File: src/rtl/bcast_pkg.sv
// Shared types for the broadcast fan-out.
// Assumes nothing beyond standard SystemVerilog packages.
package bcast_pkg;

    // Run controller states
    typedef enum logic {
        ST_IDLE = 1'b0,
        ST_RUN  = 1'b1
    } run_state_t;

endpackage

File: src/rtl/bcast_fifo.sv
// Single-clock FIFO that sits between the broadcaster and one consumer.
// Assumes the writer never pushes while full_o is high; a push in that
// state is dropped. DEPTH must be at least 2.
module bcast_fifo #(
    parameter int W     = 16,
    parameter int DEPTH = 8
) (
    input  logic         clk,
    input  logic         rst_n,
    input  logic         push_i,
    input  logic [W-1:0] push_data_i,
    output logic         full_o,
    output logic [W-1:0] rd_data_o,
    output logic         rd_valid_o,
    input  logic         rd_ready_i
);
    localparam int AW = $clog2(DEPTH);
    localparam int CW = $clog2(DEPTH + 1);
    localparam logic [AW-1:0] LAST_IDX = AW'(DEPTH - 1);
    localparam logic [CW-1:0] FULL_CNT = CW'(DEPTH);

    logic [W-1:0]  mem [DEPTH];
    logic [AW-1:0] wr_ptr;
    logic [AW-1:0] rd_ptr;
    logic [CW-1:0] occ;
    logic          do_push;
    logic          do_pop;

    assign full_o     = (occ == FULL_CNT);
    assign rd_valid_o = (occ != '0);
    assign rd_data_o  = mem[rd_ptr];
    assign do_push    = push_i && !full_o;
    assign do_pop     = rd_ready_i && rd_valid_o;

    // Storage write: data lands at the write pointer
    always_ff @(posedge clk) begin
        if (do_push) begin
            mem[wr_ptr] <= push_data_i;
        end
    end

    // Pointer and occupancy bookkeeping
    always_ff @(posedge clk) begin
        if (!rst_n) begin
            wr_ptr <= '0;
            rd_ptr <= '0;
            occ    <= '0;
        end else begin
            if (do_push) begin
                wr_ptr <= (wr_ptr == LAST_IDX) ? '0 : wr_ptr + 1'b1;
            end
            if (do_pop) begin
                rd_ptr <= (rd_ptr == LAST_IDX) ? '0 : rd_ptr + 1'b1;
            end
            case ({do_push, do_pop})
                2'b10:   occ <= occ + 1'b1;
                2'b01:   occ <= occ - 1'b1;
                default: occ <= occ;
            endcase
        end
    end

endmodule

File: src/rtl/bcast_ctrl.sv
// Run controller: loads the word count on a start pulse taken while idle,
// counts accepted words down, and pulses done after the final one.
// Assumes accept_i is high only while busy_o is high.
module bcast_ctrl
    import bcast_pkg::*;
#(
    parameter int CNT_W = 16
) (
    input  logic             clk,
    input  logic             rst_n,
    input  logic             start_i,
    input  logic [CNT_W-1:0] count_i,
    input  logic             accept_i,
    output logic             busy_o,
    output logic             done_o
);
    run_state_t       state;
    logic [CNT_W-1:0] remain;

    assign busy_o = (state == ST_RUN);

    // Run sequencing and remaining-word count
    always_ff @(posedge clk) begin
        if (!rst_n) begin
            state  <= ST_IDLE;
            remain <= '0;
            done_o <= 1'b0;
        end else begin
            done_o <= 1'b0;
            case (state)
                ST_IDLE: begin
                    if (start_i) begin
                        if (count_i == '0) begin
                            done_o <= 1'b1;
                        end else begin
                            remain <= count_i;
                            state  <= ST_RUN;
                        end
                    end
                end
                ST_RUN: begin
                    if (accept_i) begin
                        remain <= remain - 1'b1;
                        if (remain == CNT_W'(1)) begin
                            state  <= ST_IDLE;
                            done_o <= 1'b1;
                        end
                    end
                end
                default: state <= ST_IDLE;
            endcase
        end
    end

endmodule

File: src/rtl/bcast_fanout.sv
// Broadcast fan-out: one valid/ready input stream copied to NUM_CH output
// streams, each with its own FIFO. A word is accepted only when every FIFO
// has room, so any stalled consumer halts the producer and all channels.
// Assumes consumers follow valid/ready rules on their own channel.
module bcast_fanout #(
    parameter int DATA_W     = 16,
    parameter int NUM_CH     = 2,
    parameter int FIFO_DEPTH = 8,
    parameter int CNT_W      = 16
) (
    input  logic                     clk,
    input  logic                     rst_n,
    input  logic                     start_i,
    input  logic [CNT_W-1:0]         count_i,
    output logic                     busy_o,
    output logic                     done_o,
    input  logic [DATA_W-1:0]        in_data_i,
    input  logic                     in_valid_i,
    output logic                     in_ready_o,
    output logic [NUM_CH*DATA_W-1:0] out_data_o,
    output logic [NUM_CH-1:0]        out_valid_o,
    input  logic [NUM_CH-1:0]        out_ready_i
);
    logic [NUM_CH-1:0] ch_full;
    logic              accept;

    // Joint backpressure: take a word only when every channel has room
    assign in_ready_o = busy_o && (ch_full == '0);
    assign accept     = in_valid_i && in_ready_o;

    bcast_ctrl #(
        .CNT_W (CNT_W)
    ) ctrl_i (
        .clk      (clk),
        .rst_n    (rst_n),
        .start_i  (start_i),
        .count_i  (count_i),
        .accept_i (accept),
        .busy_o   (busy_o),
        .done_o   (done_o)
    );

    // One FIFO per consumer channel, all written by the same accept
    for (genvar c = 0; c < NUM_CH; c++) begin : g_ch
        bcast_fifo #(
            .W     (DATA_W),
            .DEPTH (FIFO_DEPTH)
        ) fifo_i (
            .clk         (clk),
            .rst_n       (rst_n),
            .push_i      (accept),
            .push_data_i (in_data_i),
            .full_o      (ch_full[c]),
            .rd_data_o   (out_data_o[c*DATA_W +: DATA_W]),
            .rd_valid_o  (out_valid_o[c]),
            .rd_ready_i  (out_ready_i[c])
        );
    end

endmodule

File: config.mk
export PLATFORM = sky130hd
export DESIGN_NAME = bcast_fanout
export DESIGN_NICKNAME = d
export VERILOG_FILES = /design/src/rtl/bcast_pkg.sv /design/src/rtl/bcast_fifo.sv /design/src/rtl/bcast_ctrl.sv /design/src/rtl/bcast_fanout.sv
export SDC_FILE = /design/constraint.sdc
export NUM_CORES = 1
export LEC_CHECK = 0
export BUFFER_PORTS_ARGS = -buffer_cell sky130_fd_sc_hd__buf_2
export CORE_UTILIZATION = 53
export DETAILED_ROUTE_END_ITERATION = 16
export PLACE_DENSITY = 0.71
export SLEW_MARGIN = 40
export SYNTH_ARGS = -nofsm -noshare
export SYNTH_HDL_FRONTEND = slang
export SYNTH_SLANG_ARGS = --single-unit
File: constraint.sdc
create_clock -name clk -period 4.59 [get_ports clk]
set_clock_uncertainty 0.2 [all_clocks]
set_input_delay 0.2295 -clock clk [delete_from_list [all_inputs] [get_ports clk]]
set_output_delay 0.2295 -clock clk [all_outputs]
set_load 0.02 [all_outputs]
==> impl_metrics.toml, run 1 <==
[run_status]
status = "finished, final reports clean"

[placed_design]
hpwl_mm = 13.96
io_buffers = 74
post-place-ws_ns = 1.420
dpl.cell_count = 1021
place_congestion = 0.8224

[grt]
gr-total-overflow = 0
grt_pass1_vias = 6878
grt_pass1_wl_mm = 37.91
antenna_found_initial = 0
track_usage = 0.2115
grt_max_degree = 35

[clock_tree]
clock_sinks = 300
cts_tree = "built"
htreeDepth = 1
path_clk_slew_ns = 0.06
cts-hold-fix-buffers = 42
cts.repair.resized = 0
root_buffer = "clkbuf_16"
clkLatencyLatePin_ns = 0.54
cts_buffers = 30
max-clock-path-buffers = 3
post-cts-setup-buffers = 0

[power]
power_leakage_nw = 4.784
finalPower_mw = 6.717
irDropWorstVdd_uv = 313.2
powerDensity_nw_per_um2 = 470.5

[die]
core_sq_um = 22090
ios = 75
initial_core_util = 0.5485
dieArea_sq_um = 23470
rows = 54
die_w_microns = 153.2
fp.dieH_microns = 153.2

[min_path]
min_path_type = "input pin to flip-flop"
hold_end = "g_ch[0].fifo_i.wr_ptr[2]"
hold_start = "in_valid_i"
hold_depth = 6

[routing]
dr.pass1.iters = 5
ant_nets = 0
drtIter0Drc = 517
routed_wl_mm = 24.28
wire_per_inst_microns = 21.76
viasPerCell = 5.873
drc = 0
vias = 6554

[synth]
ys_warn_count = 0
synthCells = 681
synth_cell_types = 47
synth-edff-count = 256
syn-cell-area_sq_um = 12120
ys.flop_type = "edfxtp_1"
async_flop_share = 0
syn_area_per_cell_sq_um = 17.79
ys_seq_area_frac = 0.7071
synth_seq_cells = 300
synth_nets = 735

[setup_path]
rr_startpoint = "g_ch[0].fifo_i.occ[1]"
worstPathMaxFanout = 19
criticalPathCategory = "flip-flop to flip-flop"
crit_family = "simple AND/OR/NAND/NOR gates"
reg2reg_slack_ns = 1.35
worstRegToRegCells = 11
worstPathArrival_ns = 3.51
crit_chain = "nor4b_1 -> nor3_2 -> buf_4 -> inv_2 -> ha_1 -> xor2_1 -> ha_1 -> a21oi_1 -> xor2_1 -> or3_1 -> a21oi_1"
rr_endpoint = "g_ch[0].fifo_i.occ[2]"
cp_data_required_time_ns = 4.86
setup.worst_path.start_class = "flip-flop"
cp-end-kind = "flip-flop"
crit_buf_inv = 2
slowest_stage = "nor4b_1"
cpPeakStageDelay_ns = 0.54

[timing]
setup_viol = 0
rsz0062_at_grt = "false"
fmax_ghz = 0.3088
drv_slew = 0
fin_tns_setup_ns = 0
worst_pin_slew_ns = 0.6619
fin_crit_sh = 0.7055
max_slew_margin = 0.5553
hold_viol = 0
worst_slack_ns = 1.352
layout_min_cycle_time_ns = 3.238

[layout]
stdcell_count = 1116
post-route-util = 0.6462
num_antenna_cells = 0
drive_gt1_frac = 0.3062
final_nets = 869
area_delta_synth_final_pct = 17.82

[run]
max_cap_violations = 0
-- tightest hold or removal path, cell delays in order --
cell and delay (ns):
buf_2 0.11, nand2_1 0.08, nor3_2 0.04, buf_4 0.18, nand2_1 0.08, a21oi_1 0.05
-- cells by family after synthesis --
logic type,after synthesis,share of synthesized area
xor gates and xnor gates,15,0.01084
buffers and inverters,49,0.01838
adders and majority gates,16,0.01652
and+or+nand+nor,133,0.05968
DFF,300,0.7071
AOI/OAI and AO/OA,64,0.03222
muxes,104,0.1553
-- cell usage after synthesis (all sizes together) (5+ instances only) --
master    n  area [sq um]
edfxtp  256          7687
mux4     64          1441
dfxtp    44         880.8
nand2    41         153.9
mux2     32         360.4
a21oi    30         150.1
nor2     23         93.84
clkbuf   19         71.32
buf      17         102.6
ha       16         200.2
nor3     14         75.07
inv      13         48.79
o21ai    11         55.05
xor2     11         96.34
nor4     10         77.57
mux2i     8         80.08
nor3b     7         52.55
a211o     6         52.55
nand4     6         37.54
nor4b     6         52.55
or3       6         37.54
nand3     5         25.02
nand3b    5         37.54
o21a      5         37.54
-- power by group --
part / switching [mW] / internal, mW / leakage (nW) / total [mW]
registers: 0.163 / 3.04 / 2.67 / 3.20
logic: 0.576 / 0.595 / 1.67 / 1.17
clock network: 0.972 / 1.37 / 0.451 / 2.34
total: 1.71 / 5.01 / 4.78 / 6.72
-- through the flow --
step                instance area (sq um)  hold slack (ns)
floorplan                           12120           0.1284
global placement                    12910           0.2676
detailed placement                  12910           0.2782
CTS                                 14270          0.05937
global route                        14280          0.07562
finish                              14280          0.07418
-- state kept, by name, indices dropped and copies added (netlist names), named ones only --
register,count
ctrl_i.remain,16
g_ch.fifo_i.wr_ptr,6
g_ch.fifo_i.occ,8
ctrl_i.done_o,1
g_ch.fifo_i.mem,256
ctrl_i.busy_o,1
g_ch.fifo_i.rd_ptr,6
-- layer usage --
layer  wire length [microns]  global-route usage  up-vias  share of wire
met5                       0                   0        -              0
met1                   10040              0.2730     3342           0.41
met4                     429             0.05387        0          0.018
met3                    1161             0.03204       41          0.048
met2                   12650              0.3757      186           0.52
li1                        -                   -     2985              -
-- cell usage in the layout (no fill, tap or decap), types with 4 or more instances in the layout --
master         netlist  layout
edfxtp_1           256     256
buf_2               10      74
mux4_2              64      64
dlygate4sd3_1        0      42
nand2_1             41      41
dfxtp_1             44      40
mux2_2              32      32
a21oi_1             30      30
clkbuf_16            0      30
nor2_1              22      22
buf_4                3      22
ha_1                16      16
inv_1               12      11
xor2_1              11      11
o21ai_0             11      11
clkbuf_1            19      11
nor3_1              13       8
mux2i_1              8       8
nor4_1               9       7
nor3_2               1       6
nand4_1              6       6
a211o_1              6       6
or3_1                6       6
nand3_1              5       5
nand3b_1             5       5
o21a_1               5       5
nor3b_2              0       4
xnor2_1              4       4
o22ai_1              4       4
clkinv_1             0       4
-- worst max path at each step --
stage                                from                  endpoint  slack (ns)  cells past startpoint
floorplan                   ctrl_i.busy_o  g_ch[0].fifo_i.mem[4][0]        1.03                      5
global placement    g_ch[1].fifo_i.occ[0]     g_ch[0].fifo_i.occ[2]        1.63                     11
detailed placement  g_ch[0].fifo_i.occ[1]     g_ch[0].fifo_i.occ[2]        1.42                     11
CTS                             flip-flop            out_data_o[26]        1.31                      4
global route        g_ch[1].fifo_i.occ[0]     g_ch[0].fifo_i.occ[2]        1.08                     11
finish              g_ch[0].fifo_i.occ[1]     g_ch[0].fifo_i.occ[2]        1.35                     11
-- cell type report --
class,instances,area [sq um]
timing repair buffer,138,955.9
inverter,13,48.80
clock buffer,41,792.0
clock inverter,12,148.9
multi-input combinational,332,3403
tap,280,350.3
sequential,300,8578
fill,1494,7816
No activity file was read; power rests on OpenSTA's default activity.
==> inputs of run 2 (changes only) <==
- ABC_AREA: not set -> 1
- clock period: 4.59 -> 3.4 ns (I/O delays scaled with it)
==> impl_metrics.toml, run 2 <==
[layout]
final_nets = 1299
area_delta_synth_final_pct = 17.11
largest_register = "g_ch.fifo_i.mem"
num_antenna_cells = 0
drive_gt1_frac = 0.1349
top_regs = "g_ch.fifo_i.mem (256), ctrl_i.remain (16), g_ch.fifo_i.occ (8)"
mostFrequentLayoutCells = "nor2_1 (276), edfxtp_1 (256), nand2_1 (173), o21ai_0 (95), buf_2 (74)"
largest_reg_flops = 256
stdcell_count = 1581
n_fill_cell = 1732
post-route-util = 0.6402
final_common_cell = "nor2_1"

[timing]
drv_slew = 0
layout_min_cycle_time_ns = 2.652
fin_crit_sh = 0.7801
fmax_ghz = 0.3770
worst_pin_slew_ns = 0.7362
fin_hold_ws_ns = 0.2983
setup_viol = 0
hold_viol = 0
max_slew_margin = 0.5087
rsz0062_at_grt = "false"
fin_tns_setup_ns = 0

[synth]
async_flop_share = 0
yosysMostFrequentCell = "nor2_1"
synthTopCellsByArea = "edfxtp_1 (61%), nor2_1 (8.4%), dfxtp_1 (7.0%), nand2_1 (5.2%), o32ai_1 (4.5%)"
ys_warn_count = 0
synth_top_area_share = 0.6137
ys_seq_area_frac = 0.6840
syn-cell-area_sq_um = 12530
syn_area_per_cell_sq_um = 11.18
synth_seq_cells = 300
yosys.area.top_type = "edfxtp_1"
synth-edff-count = 256
synthCells = 1120
synth_nets = 1174
synth_top_cells_by_count = "nor2_1 (280), edfxtp_1 (256), nand2_1 (173)"
synth_cell_types = 34
ys.flop_type = "edfxtp_1"

[setup_path]
crit_cells = 6
setup.worst_path.start_class = "flip-flop"
cp_common_cell = "nand2_1"
slowest_stage = "buf_4"
cp-end-kind = "primary output"
worstPathArrival_ns = 2.28
worstRegToRegCells = 8
cpPeakStageDelay_ns = 0.51
criticalPathCategory = "flip-flop to primary output"
crit_chain = "buf_4 -> nor2_1 -> o32ai_1 -> nand2_1 -> nand2_1 -> buf_2"
endpoint = "out_data_o[6]"
rr_endpoint = "ctrl_i.remain[12]"
cp_data_required_time_ns = 3.03
worstPathMaxFanout = 64
rr_startpoint = "ctrl_i.busy_o"
reg2reg_slack_ns = 0.97
crit_family = "buffers and inverters"
crit_buf_inv = 2

[placed_design]
hpwl_mm = 15.42
io_buffers = 74
place_congestion = 0.8720
dpl.cell_count = 1476

[die]
fp.dieH_microns = 155.7
rows = 55
ios = 75
dieArea_sq_um = 24250
die_w_microns = 155.7
initial_core_util = 0.5467
core_sq_um = 22920

[clock_tree]
clock_sinks = 300
cts_tree = "built"
root_buffer = "clkbuf_16"
htreeDepth = 1
clkLatencyLatePin_ns = 0.55
cts_buffers = 30
max-clock-path-buffers = 3
path_clk_slew_ns = 0.06

[routing]
drc = 0
dr.pass1.iters = 5
routed_wl_mm = 27.72
viasPerCell = 5.517
vias = 8722
wire_per_inst_microns = 17.53
ant_nets = 0
drtIter0Drc = 750

[grt]
grt_max_degree = 65
antenna_found_initial = 0
gr-total-overflow = 0
grt_pass1_vias = 8298
track_usage = 0.2346
grt_pass1_wl_mm = 43.79

[power]
irDropWorstVdd_uv = 506.8
powerDensity_nw_per_um2 = 742.1
power_leakage_nw = 5.450

[run]
max_cap_violations = 0

[min_path]
min_path_type = "flip-flop to flip-flop"

[run_status]
status = "finished, final reports clean"
run 2: worst min-delay path by stage:
stage / startpoint / end / slack [ns] / depth (start not counted)
floorplan: in_data_i[0] / g_ch[0].fifo_i.mem[0][0] / 0.07 / 0
global placement: count_i[11] / ctrl_i.remain[11] / 0.27 / 3
global route: ctrl_i.remain[15] / ctrl_i.remain[15] / 0.33 / 2
finish: ctrl_i.remain[15] / ctrl_i.remain[15] / 0.30 / 2
detailed placement: count_i[11] / ctrl_i.remain[11] / 0.28 / 3
CTS: ctrl_i.remain[15] / ctrl_i.remain[15] / 0.30 / 2
run 2: cell families (layout without fill, tap and decap cells):
group                      count (synthesis)  after routing  synth area share
adders and majority gates                 16             16           0.01598
buffers and inverters                    102            250           0.03546
DFF                                      300            300            0.6840
xor gates and xnor gates                   9              9          0.006293
AOI/OAI and AO/OA                        189            189           0.09728
and+or+nand+nor                          504            504            0.1610
run 2: worst reg2reg max path, stage by stage, from the launching register on:
cell and delay (ns):
dfxtp_1 0.43, buf_4 0.32, nor2_1 0.11, nand2_1 0.14
nand2_4 0.17, inv_2 0.25, nor2_1 0.08, a21oi_1 0.14
dlygate4sd3_1 0.55
run 2: stage by stage:
| step | instance area, sq um | setup slack (ns) | power [mW] |
|---|---|---|---|
| after detailed placement | 13240 | 1.104 | 7.749 |
| after floorplan | 12530 | 1.028 | 6.770 |
| after global placement | 13240 | 1.187 | 7.677 |
| after global routing | 14670 | 0.5650 | 11.48 |
| final | 14670 | 0.7476 | 10.89 |
| after CTS | 14670 | 0.7384 | 10.93 |
run 2: layout make-up:
type,count,area [sq um],area share
timing repair buffer,151,1086,0.07403
sequential,300,8573,0.5844
tap,313,391.6,0.02670
multi-input combinational,718,3525,0.2403
clock buffer,40,809.5,0.05518
inverter,44,166.4,0.01134
clock inverter,15,118.9,0.008102
run 2: timing repair:
action / CTS / global route
endpoints found under the hold margin: 297 / 0
resized for setup: 0 / 0
hold buffers: 50 / 0
setup buffers: 0 / 0
run 2: where the power goes:
group | total [mW] | switching (mW) | internal [mW]
registers | 4.33 | 0.164 | 4.17
clock network | 3.13 | 1.32 | 1.81
logic | 3.43 | 2.29 | 1.13
run 2: metal layers:
metal / GRT usage / share of wire / up-vias
met5: 0 / 0 / -
met4: 0.07470 / 0.018 / 0
met3: 0.03306 / 0.065 / 45
met2: 0.3861 / 0.48 / 289
met1: 0.3241 / 0.43 / 4201
li1: - / - / 4187
